--- src/rtl/slowctl_pkg.sv ---
package slowctl_pkg;
  localparam int DATA_W = 32;
  localparam int CNT_W  = 16;
  localparam int TEMP_W = 12;
  localparam int FLAG_W = 6;

  localparam logic [7:0] A_STAT0  = 8'h00;
  localparam logic [7:0] A_STAT1  = 8'h01;
  localparam logic [7:0] A_STROBE = 8'h20;
  localparam logic [7:0] A_CTRL1  = 8'h21;
  localparam logic [7:0] A_GTSET  = 8'h22;
  localparam logic [7:0] A_INFO   = 8'h40;
  localparam logic [7:0] A_GTIME  = 8'h50;
  localparam logic [7:0] A_TSINCE = 8'h51;

  typedef enum logic [3:0] {
    SEL_NONE, SEL_STAT0, SEL_STAT1, SEL_STROBE, SEL_CTRL1,
    SEL_GTSET, SEL_INFO, SEL_GTIME, SEL_TSINCE
  } sel_e;
endpackage

--- src/rtl/slowctl_decode.sv ---
module slowctl_decode
  import slowctl_pkg::*;
#(
  parameter int ADDR_W     = 8,
  parameter int INFO_WORDS = 4
) (
  input  logic [ADDR_W-1:0] addr_i,
  output sel_e              sel_o
);
  localparam logic [ADDR_W-1:0] INFO_LO = ADDR_W'(A_INFO);
  localparam logic [ADDR_W-1:0] INFO_HI = ADDR_W'(A_INFO) + ADDR_W'(INFO_WORDS);

  always_comb begin
    sel_o = SEL_NONE;
    if (addr_i == ADDR_W'(A_STAT0))                   sel_o = SEL_STAT0;
    else if (addr_i == ADDR_W'(A_STAT1))              sel_o = SEL_STAT1;
    else if (addr_i == ADDR_W'(A_STROBE))             sel_o = SEL_STROBE;
    else if (addr_i == ADDR_W'(A_CTRL1))              sel_o = SEL_CTRL1;
    else if (addr_i == ADDR_W'(A_GTSET))              sel_o = SEL_GTSET;
    else if (addr_i == ADDR_W'(A_GTIME))              sel_o = SEL_GTIME;
    else if (addr_i == ADDR_W'(A_TSINCE))             sel_o = SEL_TSINCE;
    else if (addr_i >= INFO_LO && addr_i < INFO_HI)   sel_o = SEL_INFO;
  end
endmodule

--- src/rtl/slowctl_counter.sv ---
module slowctl_counter #(
  parameter int W = 16
) (
  input  logic         clk_i,
  input  logic         rst_ni,
  input  logic         ld_i,
  input  logic [W-1:0] ld_val_i,
  input  logic         clr_i,
  input  logic         inc_i,
  output logic [W-1:0] q_o
);
  // load beats clear beats increment
  always_ff @(posedge clk_i or negedge rst_ni) begin
    if (!rst_ni)     q_o <= '0;
    else if (ld_i)   q_o <= ld_val_i;
    else if (clr_i)  q_o <= '0;
    else if (inc_i)  q_o <= q_o + W'(1);
  end
endmodule

--- src/rtl/slowctl_info.sv ---
module slowctl_info #(
  parameter int DEPTH = 8,
  parameter int HW    = 16,
  localparam int WORDS = DEPTH / 2,
  localparam int IDX_W = (WORDS > 1) ? $clog2(WORDS) : 1
) (
  input  logic              clk_i,
  input  logic              rst_ni,
  input  logic              we_i,
  input  logic [IDX_W-1:0]  widx_i,
  input  logic [2*HW-1:0]   wdata_i,
  input  logic [IDX_W-1:0]  ridx_i,
  output logic [2*HW-1:0]   rdata_o
);
  // word w packs entry 2w (low half) and entry 2w+1 (high half)
  logic [2*HW-1:0] word_q [WORDS];

  always_ff @(posedge clk_i or negedge rst_ni) begin
    if (!rst_ni) begin
      for (int w = 0; w < WORDS; w++) word_q[w] <= '0;
    end else if (we_i) begin
      for (int w = 0; w < WORDS; w++)
        if (widx_i == IDX_W'(w)) word_q[w] <= wdata_i;
    end
  end

  assign rdata_o = word_q[ridx_i];
endmodule

--- src/rtl/slowctl_regbank.sv ---
module slowctl_regbank
  import slowctl_pkg::*;
#(
  parameter int ADDR_W     = 8,
  parameter int INFO_DEPTH = 8
) (
  input  logic              clk_i,
  input  logic              rst_ni,
  input  logic [ADDR_W-1:0] addr_i,
  input  logic [31:0]       wdata_i,
  input  logic              rd_i,
  input  logic              wr_i,
  output logic [31:0]       rdata_o,
  output logic              ack_o,
  output logic              unk_o,
  input  logic [5:0]        flags_i,
  input  logic [11:0]       temp_i,
  input  logic              lvl1_trig_i,
  input  logic              lvl2_trig_i,
  input  logic              timing_trig_i,
  output logic [31:0]       strobe_o
);
  localparam int INFO_WORDS = INFO_DEPTH / 2;
  localparam int IDX_W      = (INFO_WORDS > 1) ? $clog2(INFO_WORDS) : 1;
  localparam int PAD_W      = DATA_W - TEMP_W - FLAG_W;

  sel_e              sel;
  logic              hit;
  logic [CNT_W-1:0]  lvl1_q, lvl2_q;
  logic [DATA_W-1:0] gtime_q, tsince_q, info_rd, rd_mux;
  logic [DATA_W-1:0] ctrl1_q, gtset_q;
  logic              ld_lvl1, ld_gtime, we_info;

  slowctl_decode #(.ADDR_W(ADDR_W), .INFO_WORDS(INFO_WORDS)) u_dec (
    .addr_i (addr_i),
    .sel_o  (sel)
  );

  assign hit      = (sel != SEL_NONE);
  assign ld_lvl1  = wr_i && (sel == SEL_CTRL1);
  assign ld_gtime = wr_i && (sel == SEL_GTSET);
  assign we_info  = wr_i && (sel == SEL_INFO);

  slowctl_counter #(.W(CNT_W)) u_lvl1 (
    .clk_i, .rst_ni, .ld_i(ld_lvl1), .ld_val_i(wdata_i[CNT_W-1:0]),
    .clr_i(1'b0), .inc_i(lvl1_trig_i), .q_o(lvl1_q)
  );

  slowctl_counter #(.W(CNT_W)) u_lvl2 (
    .clk_i, .rst_ni, .ld_i(1'b0), .ld_val_i('0),
    .clr_i(1'b0), .inc_i(lvl2_trig_i), .q_o(lvl2_q)
  );

  slowctl_counter #(.W(DATA_W)) u_gtime (
    .clk_i, .rst_ni, .ld_i(ld_gtime), .ld_val_i(wdata_i),
    .clr_i(1'b0), .inc_i(1'b1), .q_o(gtime_q)
  );

  slowctl_counter #(.W(DATA_W)) u_tsince (
    .clk_i, .rst_ni, .ld_i(1'b0), .ld_val_i('0),
    .clr_i(timing_trig_i), .inc_i(1'b1), .q_o(tsince_q)
  );

  slowctl_info #(.DEPTH(INFO_DEPTH), .HW(DATA_W/2)) u_info (
    .clk_i, .rst_ni, .we_i(we_info), .widx_i(addr_i[IDX_W-1:0]),
    .wdata_i(wdata_i), .ridx_i(addr_i[IDX_W-1:0]), .rdata_o(info_rd)
  );

  always_comb begin
    case (sel)
      SEL_STAT0:  rd_mux = {temp_i, {PAD_W{1'b0}}, flags_i};
      SEL_STAT1:  rd_mux = {lvl2_q, lvl1_q};
      SEL_CTRL1:  rd_mux = ctrl1_q;
      SEL_GTSET:  rd_mux = gtset_q;
      SEL_INFO:   rd_mux = info_rd;
      SEL_GTIME:  rd_mux = gtime_q;
      SEL_TSINCE: rd_mux = tsince_q;
      default:    rd_mux = '0;  // strobe register reads as zero
    endcase
  end

  always_ff @(posedge clk_i or negedge rst_ni) begin
    if (!rst_ni) begin
      ack_o    <= 1'b0;
      unk_o    <= 1'b0;
      rdata_o  <= '0;
      strobe_o <= '0;
      ctrl1_q  <= '0;
      gtset_q  <= '0;
    end else begin
      ack_o    <= (rd_i || wr_i) && hit;
      unk_o    <= (rd_i || wr_i) && !hit;
      rdata_o  <= (rd_i && hit) ? rd_mux : '0;
      strobe_o <= (wr_i && sel == SEL_STROBE) ? wdata_i : '0;
      if (ld_lvl1)  ctrl1_q <= wdata_i;
      if (ld_gtime) gtset_q <= wdata_i;
    end
  end
endmodule

--- config.mk ---
export PLATFORM = sky130hd
export DESIGN_NAME = slowctl_regbank
export DESIGN_NICKNAME = d
export VERILOG_FILES = /design/src/rtl/slowctl_pkg.sv /design/src/rtl/slowctl_decode.sv /design/src/rtl/slowctl_counter.sv /design/src/rtl/slowctl_info.sv /design/src/rtl/slowctl_regbank.sv
export SDC_FILE = /design/constraint.sdc
export NUM_CORES = 1
export LEC_CHECK = 0
export ABC_CLOCK_PERIOD_IN_PS = 5250
export BUFFER_PORTS_ARGS = -buffer_cell sky130_fd_sc_hd__buf_2
export CAP_MARGIN = 10
export CORE_MARGIN = 3
export CORE_UTILIZATION = 40
export CTS_CLUSTER_SIZE = 24
export DETAILED_ROUTE_END_ITERATION = 6
export PLACE_DENSITY = 0.61
export SLEW_MARGIN = 10
export SYNTH_ARGS = -nofsm -noshare
export SYNTH_HDL_FRONTEND = slang
export SYNTH_HIERARCHICAL = 1
export SYNTH_SLANG_ARGS = --single-unit
--- constraint.sdc ---
create_clock -name clk_i -period 5.25 [get_ports clk_i]
set_clock_uncertainty 0.05 [all_clocks]
set_input_delay 0.2625 -clock clk_i [delete_from_list [all_inputs] [get_ports clk_i]]
set_output_delay 0.2625 -clock clk_i [all_outputs]
set_load 0.02 [all_outputs]
# Yosys cells after proc, flatten, opt, wreduce, memory -nomap -nowiden
# Cells that the tools add are included.
[totals]
mem_bits_ro = 0
out_inout_bits = 66
memories = 0
ram_bits = 0
latch_bits = 0
inputBits = 65
ff_bits = 354
elab_cells = 75
[classes]
n_shift = 0
add_sub_neg = 4
n_reduce_logical = 18
mux = 18
n_lt_le_gt_ge = 3
mul = 0
n_div = 0
n_eq_ne = 17
n_bitwise = 1
[ops]
columns = ["op", "n"]
rows = [
  ["$pmux 32 s7", 1],
  ["$mux 32", 6],
  ["$add 32x1->32 const B", 2],
  ["$bmux 32 s2", 1],
  ["$add 16x1->16 const B", 2],
  ["$mux 16", 2],
  ["$mux 4", 7],
  ["$eq 8x6->1 const B", 3],
  ["$eq 4x3->1 const B", 4],
  ["$eq 8x7->1 const B", 2],
  ["$eq 4x2->1 const B", 2],
  ["$eq 8x1->1 const B", 1],
  ["$ge 8x7->1 const B", 1],
  ["$logic_and 1x1->1", 8],
  ["$logic_not 8->1", 1],
  ["$lt 8x7->1 const B", 1],
  ["$reduce_and 2->1", 4],
  ["$eq 2x2->1 const B", 2],
  ["$eq 4x1->1 const B", 1],
  ["$eq 4x4->1 const B", 1],
  ["$reduce_bool 4->1", 1],
  ["$ge 3x3->1 const B", 1],
  ["$mux 3", 1],
  ["$not 2->3", 1],
  ["5 further kinds", 5],
]

# Depth between registers and ports, before layout
[depth]
depth_word = 13
mapped_depth = 15
ltp_nobuf = 11

# Cells and area by module
# The synthesis kept the hierarchy.
[modules_own_cells]
columns = ["mod", "cells_each", "instances", "area_per_inst_um2"]
rows = [
  ["slowctl_regbank", 505, 1, 6135.9],
  ["slowctl_info", 311, 1, 5504.0],
  ["slowctl_counter at u_gtime ...", 223, 2, 1916.8],
  ["slowctl_counter at u_lvl1 ...", 109, 2, 953.4],
  ["slowctl_decode", 25, 1, 161.4],
]

# Least setup slack after synthesis
# No wires, ideal clock.
[synth_path]
kind = "input -> register"
start = "input addr_i[7]"
end = "register u_lvl1.q_o[15]"
required_time_ns = 5.131
stages = 11
slack_ns = 2.380
t_arrival_ns = 2.751
setup_ns = 0.069
path_buffers = 3
path_cell_list = "or3_4 -> nor4_2 -> and2b_1 -> buf_2 -> nand4_4 -> buf_2 -> inv_1 -> or2_2 -> clkbuf_1 -> or4_1 -> nand3_1"
[synth_rtl]
columns = ["element", "line", "source"]
rows = [
  ["from (decl)", "slowctl_regbank.sv:9", "input logic [ADDR_W-1:0] addr_i,"],
  ["$eq 8x7->1", "slowctl_decode.sv:21", "else if (addr_i == ADDR_W'(A_TSINCE)) sel_o = SEL_TSINCE;"],
  ["$mux 4", "slowctl_decode.sv:21", ""],
  ["$mux 4", "slowctl_decode.sv:20", "else if (addr_i == ADDR_W'(A_GTIME)) sel_o = SEL_GTIME;"],
  ["$mux 4", "slowctl_decode.sv:19", "else if (addr_i == ADDR_W'(A_GTSET)) sel_o = SEL_GTSET;"],
  ["$mux 4", "slowctl_decode.sv:18", "else if (addr_i == ADDR_W'(A_CTRL1)) sel_o = SEL_CTRL1;"],
  ["$mux 4", "slowctl_decode.sv:17", "else if (addr_i == ADDR_W'(A_STROBE)) sel_o = SEL_STROBE;"],
  ["$mux 4", "slowctl_decode.sv:16", "else if (addr_i == ADDR_W'(A_STAT1)) sel_o = SEL_STAT1;"],
  ["$mux 4 *", "slowctl_decode.sv:15", "if (addr_i == ADDR_W'(A_STAT0)) sel_o = SEL_STAT0;"],
  ["net sel[3]", "slowctl_regbank.sv:27", "sel_e sel;"],
  ["$eq 4x3->1 *", "slowctl_regbank.sv:40", "assign ld_lvl1 = wr_i && (sel == SEL_CTRL1);"],
  ["$logic_and 1x1->1 *", "slowctl_regbank.sv:40", ""],
  ["net ld_lvl1", "slowctl_regbank.sv:32", "logic ld_lvl1, ld_gtime, we_info;"],
  ["$mux 16 or $reduce_bool 2->1 (tied branches)", "--", ""],
  ["to (signal assigned)", "slowctl_counter.sv:15", "else if (ld_i) q_o <= ld_val_i;"],
  ["to (signal assigned)", "slowctl_counter.sv:17", "else if (inc_i) q_o <= q_o + W'(1);"],
  ["to (decl)", "slowctl_counter.sv:10", "output logic [W-1:0] q_o"],
]
# The timed path passes the listed nets; every way through them passes the cells marked *.
# A chain may end at the register's enable or synchronous reset.

# Worst setup path after layout
[layout_path]
start = "input addr_i[1]"
end = "register u_info/word_q[34] in the netlist's numbering"
[layout_between]
elab_chain_len = 13
[layout_lines]
columns = ["element", "line", "source"]
rows = [
  ["$ge 8x7->1 or $lt 8x7->1 (tied branches)", "slowctl_decode.sv:22", "else if (addr_i >= INFO_LO && addr_i < INFO_HI) sel_o = SEL_INFO;"],
  ["$logic_and 1x1->1", "slowctl_decode.sv:22", ""],
  ["$mux 3", "slowctl_decode.sv:22", ""],
  ["$mux 4", "slowctl_decode.sv:21", ""],
  ["$mux 4", "slowctl_decode.sv:20", ""],
  ["$mux 4", "slowctl_decode.sv:19", ""],
  ["$mux 4", "slowctl_decode.sv:18", ""],
  ["$mux 4", "slowctl_decode.sv:17", ""],
  ["$mux 4", "slowctl_decode.sv:16", ""],
  ["$mux 4 *", "slowctl_decode.sv:15", ""],
  ["net sel[2]", "slowctl_regbank.sv:27", ""],
  ["$eq 4x3->1 *", "slowctl_regbank.sv:42", "assign we_info = wr_i && (sel == SEL_INFO);"],
  ["$logic_and 1x1->1 *", "slowctl_regbank.sv:42", ""],
  ["net we_info", "slowctl_regbank.sv:32", ""],
  ["$reduce_and 2->1 (no source line) *", "--", ""],
  ["to (signal, indexed assignment)", "slowctl_info.sv:23", "if (widx_i == IDX_W'(w)) word_q[w] <= wdata_i;"],
  ["to (decl)", "slowctl_info.sv:16", "logic [2*HW-1:0] word_q [WORDS];"],
]
# Marks and branches as above.

==> key figures <==
Floorplanning
  • Die area: 0.0464 mm^2
  • Starting Density: around two fifths
  • Site Rows: 76
  • Core ar.: approximately 0.043 mm^2
  • Die X: ~220 um
  • I/O pin count: roughly 130
  • Die Y: 215 um

Timing
  • Worst slew pin tran: 1160 ps
  • Period utilisation layout: 66.0%
  • Slack of the critical path: ~1800 ps
  • Max frequency: just under 0.3 GHz
  • Slew Limit Fails: 0
  • RSZ-0062 raised after global routing: false
  • Relative slew slack: around 22%
  • Final hold violation count: 0
  • Min Tclk post-route: approximately 3500 ps
  • Setup_tns: 0 ps
  • Final setup fails: 0

Drt
  • Drt pass-1 iters: 5
  • Post-DR vias/cell: between 5 and 6
  • Met3 WL: 3210 um
  • Final WL: around 52000 um
  • DRC violations left: 0
  • Antenna Violating Nets Remaining: 0
  • M1 wire length: around 23000 um
  • Drt first-iter violations: approximately 1100
  • DR WL/cell: approximately 22 um
  • Vias: 13000
  • Met2 wire length: between 20000 and 25000 um
  • Max Used Layer: met4

Min path
  • Hold Crit Class: in2reg
  • Hold path start: wdata_i[0]
  • Worst Hold Depth: 2
  • Hold EP: strobe_o[0]$_DFF_PN0_

Placement
  • Placed Instances: about 2200
  • GP Congestion: ~0.90
  • Setup WS pre-CTS: about 1200 ps
  • DP Wirelength: about 35000 um
  • Port bufs: 130

Clock tree
  • CTS tree: yes
  • Htree depth: 2
  • Root Buffer: clkbuf_16
  • CTS sink cnt: 354
  • Worst-path clk slew: 60 ps
  • Num CTS Buffers: 42
  • CTS resizes: 0
  • Clock Latency Late Sink: approximately 580 ps
  • Max Buffers Root-to-Sink: 3
  • Postcts setup bufs: 0

Yosys
  • Cells after Synth: ~1500
  • Mapped cell area: roughly 0.018 mm^2
  • Async S/R FF share, synth: 100%
  • Yosys top cell by area: dfrtp_1
  • Post-synthesis sequential area ratio: about half
  • Flop and latch count out of synthesis: about 350
  • Yosys top cell area share: 50.5%
  • Number of flops mapped to enable cells by yosys: 0
  • Syn Area/Cell: 11.7 um^2
  • Synth unique cells: 70
  • Warnings from Yosys: 6
  • Top post-synthesis cells by area: dfrtp_1 (50%), mux2_2 (15%), mux4_2 (4.1%)
  • Most used DFF post-synth: dfrtp_1

GRT
  • Largest net degree at the start of global routing: about 170
  • Vias in the first global route: 13100
  • GRT Overall Usage: 22.4%
  • Initial antenna violation count: 1
  • First-pass GRT wire length: approximately 80000 um
  • Total grt overflow: 0

Worst setup path
  • Setup crit start kind: input pin
  • Worst Path Arrival: ~3900 ps
  • Critical R2R Launch: u_tsince/q_o[0]$_DFFE_PN0P_
  • CP Max Fanout: 20
  • WP data required: 5640 ps
  • WS Path Type: in2reg
  • Critical Path End Type: flop
  • Reg2Reg Depth: 6
  • Worst R2R End: u_tsince/q_o[24]$_DFFE_PN0P_
  • FF-to-FF setup slack: 3040 ps

Cells and area
  • Final nets: approximately 1800
  • # diodes: 0
  • Non-Filler Instances: about 2300
  • Final Util: 48.0%
  • Layout cells sized above 1: ~31%
  • Area Overhead vs Synth: 18.1%

Flow run
  • MaxCap Viol Count: 0

Pwr
  • LEAKAGE: approximately 9.4 nW
  • VDD IR max: roughly 0.00019 V
  • Power per Cell Area: approximately 300 mW/mm^2

Outcome
  • Status: finished clean
==> what timing repair did <==
action | in CTS | in global routing
endpoints found under the hold margin | 116 | 0
endpoints found under the setup margin | 0 | 0
hold buffers | 24 | 0
==> layer usage <==
| metal | vias to the layer above | global-route usage, % |
|---|---|---|
| li1 | 5891 | - |
| met1 | 6665 | 31.6 |
| met2 | 409 | 35.8 |
| met3 | 72 | 3.82 |
| met4 | 0 | 6.54 |
| met5 | - | 0 |
==> kinds of logic after synthesis <==
group,count (synthesis),synth area share (%)
compound gates,269,10.1
xor+xnor,56,2.80
fa+ha+maj,4,0.285
buf+inv,101,2.62
flops,354,50.5
mux,274,19.6
other cells,2,0.0428
simple gates,445,14.0
==> area by class of cell <==
class                   instances  area, um^2
fillers                      3932       22500
flip-flops and latches        354        8860
multi-input cells            1123        8550
clock buffers                  61        1240
repair buffers                175        1100
well taps                     585         732
clock inverters                16         184
inverters                      13        48.8
==> cell usage after synthesis, types with 12 or more instances <==
cell type	n
dfrtp_1	354
mux2_2	229
nand2_1	163
o21ai_0	62
a21oi_1	60
nor2_1	45
clkbuf_1	40
nand4_1	40
a22o_1	38
and2_1	38
nand3_1	36
xor2_1	36
buf_2	35
mux4_2	32
a22oi_1	26
xnor2_1	20
a31oi_1	17
nor3_1	17
a222oi_1	12
inv_1	12
o31ai_1	12
==> registers in the layout, summed over array words and instances, names as in the netlist, 16 cells and up <==
name	count
u_tsince/q_o	32
u_gtime/q_o	32
u_info/word_q	128
u_lvl2/q_o	16
u_lvl1/q_o	16
ctrl1_q	32
strobe_o	32
rdata_o	32
gtset_q	32
==> critical path, cell delays in order <==
cell      delay (ps)
buf_2            480
inv_1            150
nor4b_1          350
o21ai_1          140
o31ai_4           90
nand2b_1         280
nor3_1           470
nand3b_1         740
buf_4            520
mux2_2           320
==> metrics by stage <==
step           hold WS [ps]  instance area [um^2]  power [W]
3_3_place_gp            234                 19000    0.00333
6_report               13.0                 20700    0.00629
3_5_place_dp            233                 19000    0.00334
2_1_floorplan         -83.1                 17800    0.00312
5_1_grt                27.5                 20700    0.00653
4_1_cts               0.742                 20700    0.00636
==> cell usage in the layout (no fill, tap or decap), types with 6 or more instances in the layout <==
cell type,Yosys,routed
a21oi_1,60,60
a222oi_1,12,12
a22o_1,38,38
a22oi_1,26,26
a31oi_1,17,17
a32o_1,6,6
and2_1,38,38
and3_1,9,8
buf_2,35,129
buf_4,10,18
clkbuf_1,40,7
clkbuf_16,0,42
clkbuf_8,0,12
clkinv_2,0,7
conb_1,2,75
dfrtp_1,354,354
dlygate4sd3_1,0,24
inv_1,12,12
mux2_2,229,229
mux2i_1,9,9
mux4_2,32,32
nand2_1,163,163
nand2b_1,6,6
nand3_1,36,35
nand4_1,40,40
nor2_1,45,44
nor3_1,17,16
nor4_1,9,9
o211ai_1,6,6
o21ai_0,62,62
o21ai_1,10,9
o31ai_1,12,12
or2_2,8,8
or3_1,6,6
xnor2_1,20,20
xor2_1,36,36
==> worst max path at each step <==
stage	start	endpoint	slack, ps	depth (start not counted)
2_1_floorplan	addr_i[7]	u_lvl1/q_o[15]$_DFFE_PN0P_	2380	11
3_3_place_gp	addr_i[1]	u_info/word_q[37]$_DFFE_PN0P_	1370	10
3_5_place_dp	addr_i[1]	u_info/word_q[34]$_DFFE_PN0P_	1240	10
4_1_cts	addr_i[1]	u_info/word_q[34]$_DFFE_PN0P_	1830	10
5_1_grt	addr_i[1]	u_info/word_q[36]$_DFFE_PN0P_	1510	10
6_report	addr_i[1]	u_info/word_q[34]$_DFFE_PN0P_	1780	10
==> power by group <==
part           internal, W  leakage (nW)  total (W)  switching, W
Clock              0.00180         0.706    0.00298       0.00119
Combinational     0.000157          3.85   0.000402      0.000245
Sequential         0.00281          4.86    0.00291     0.0000990
No activity file was read; power rests on OpenSTA's default activity.
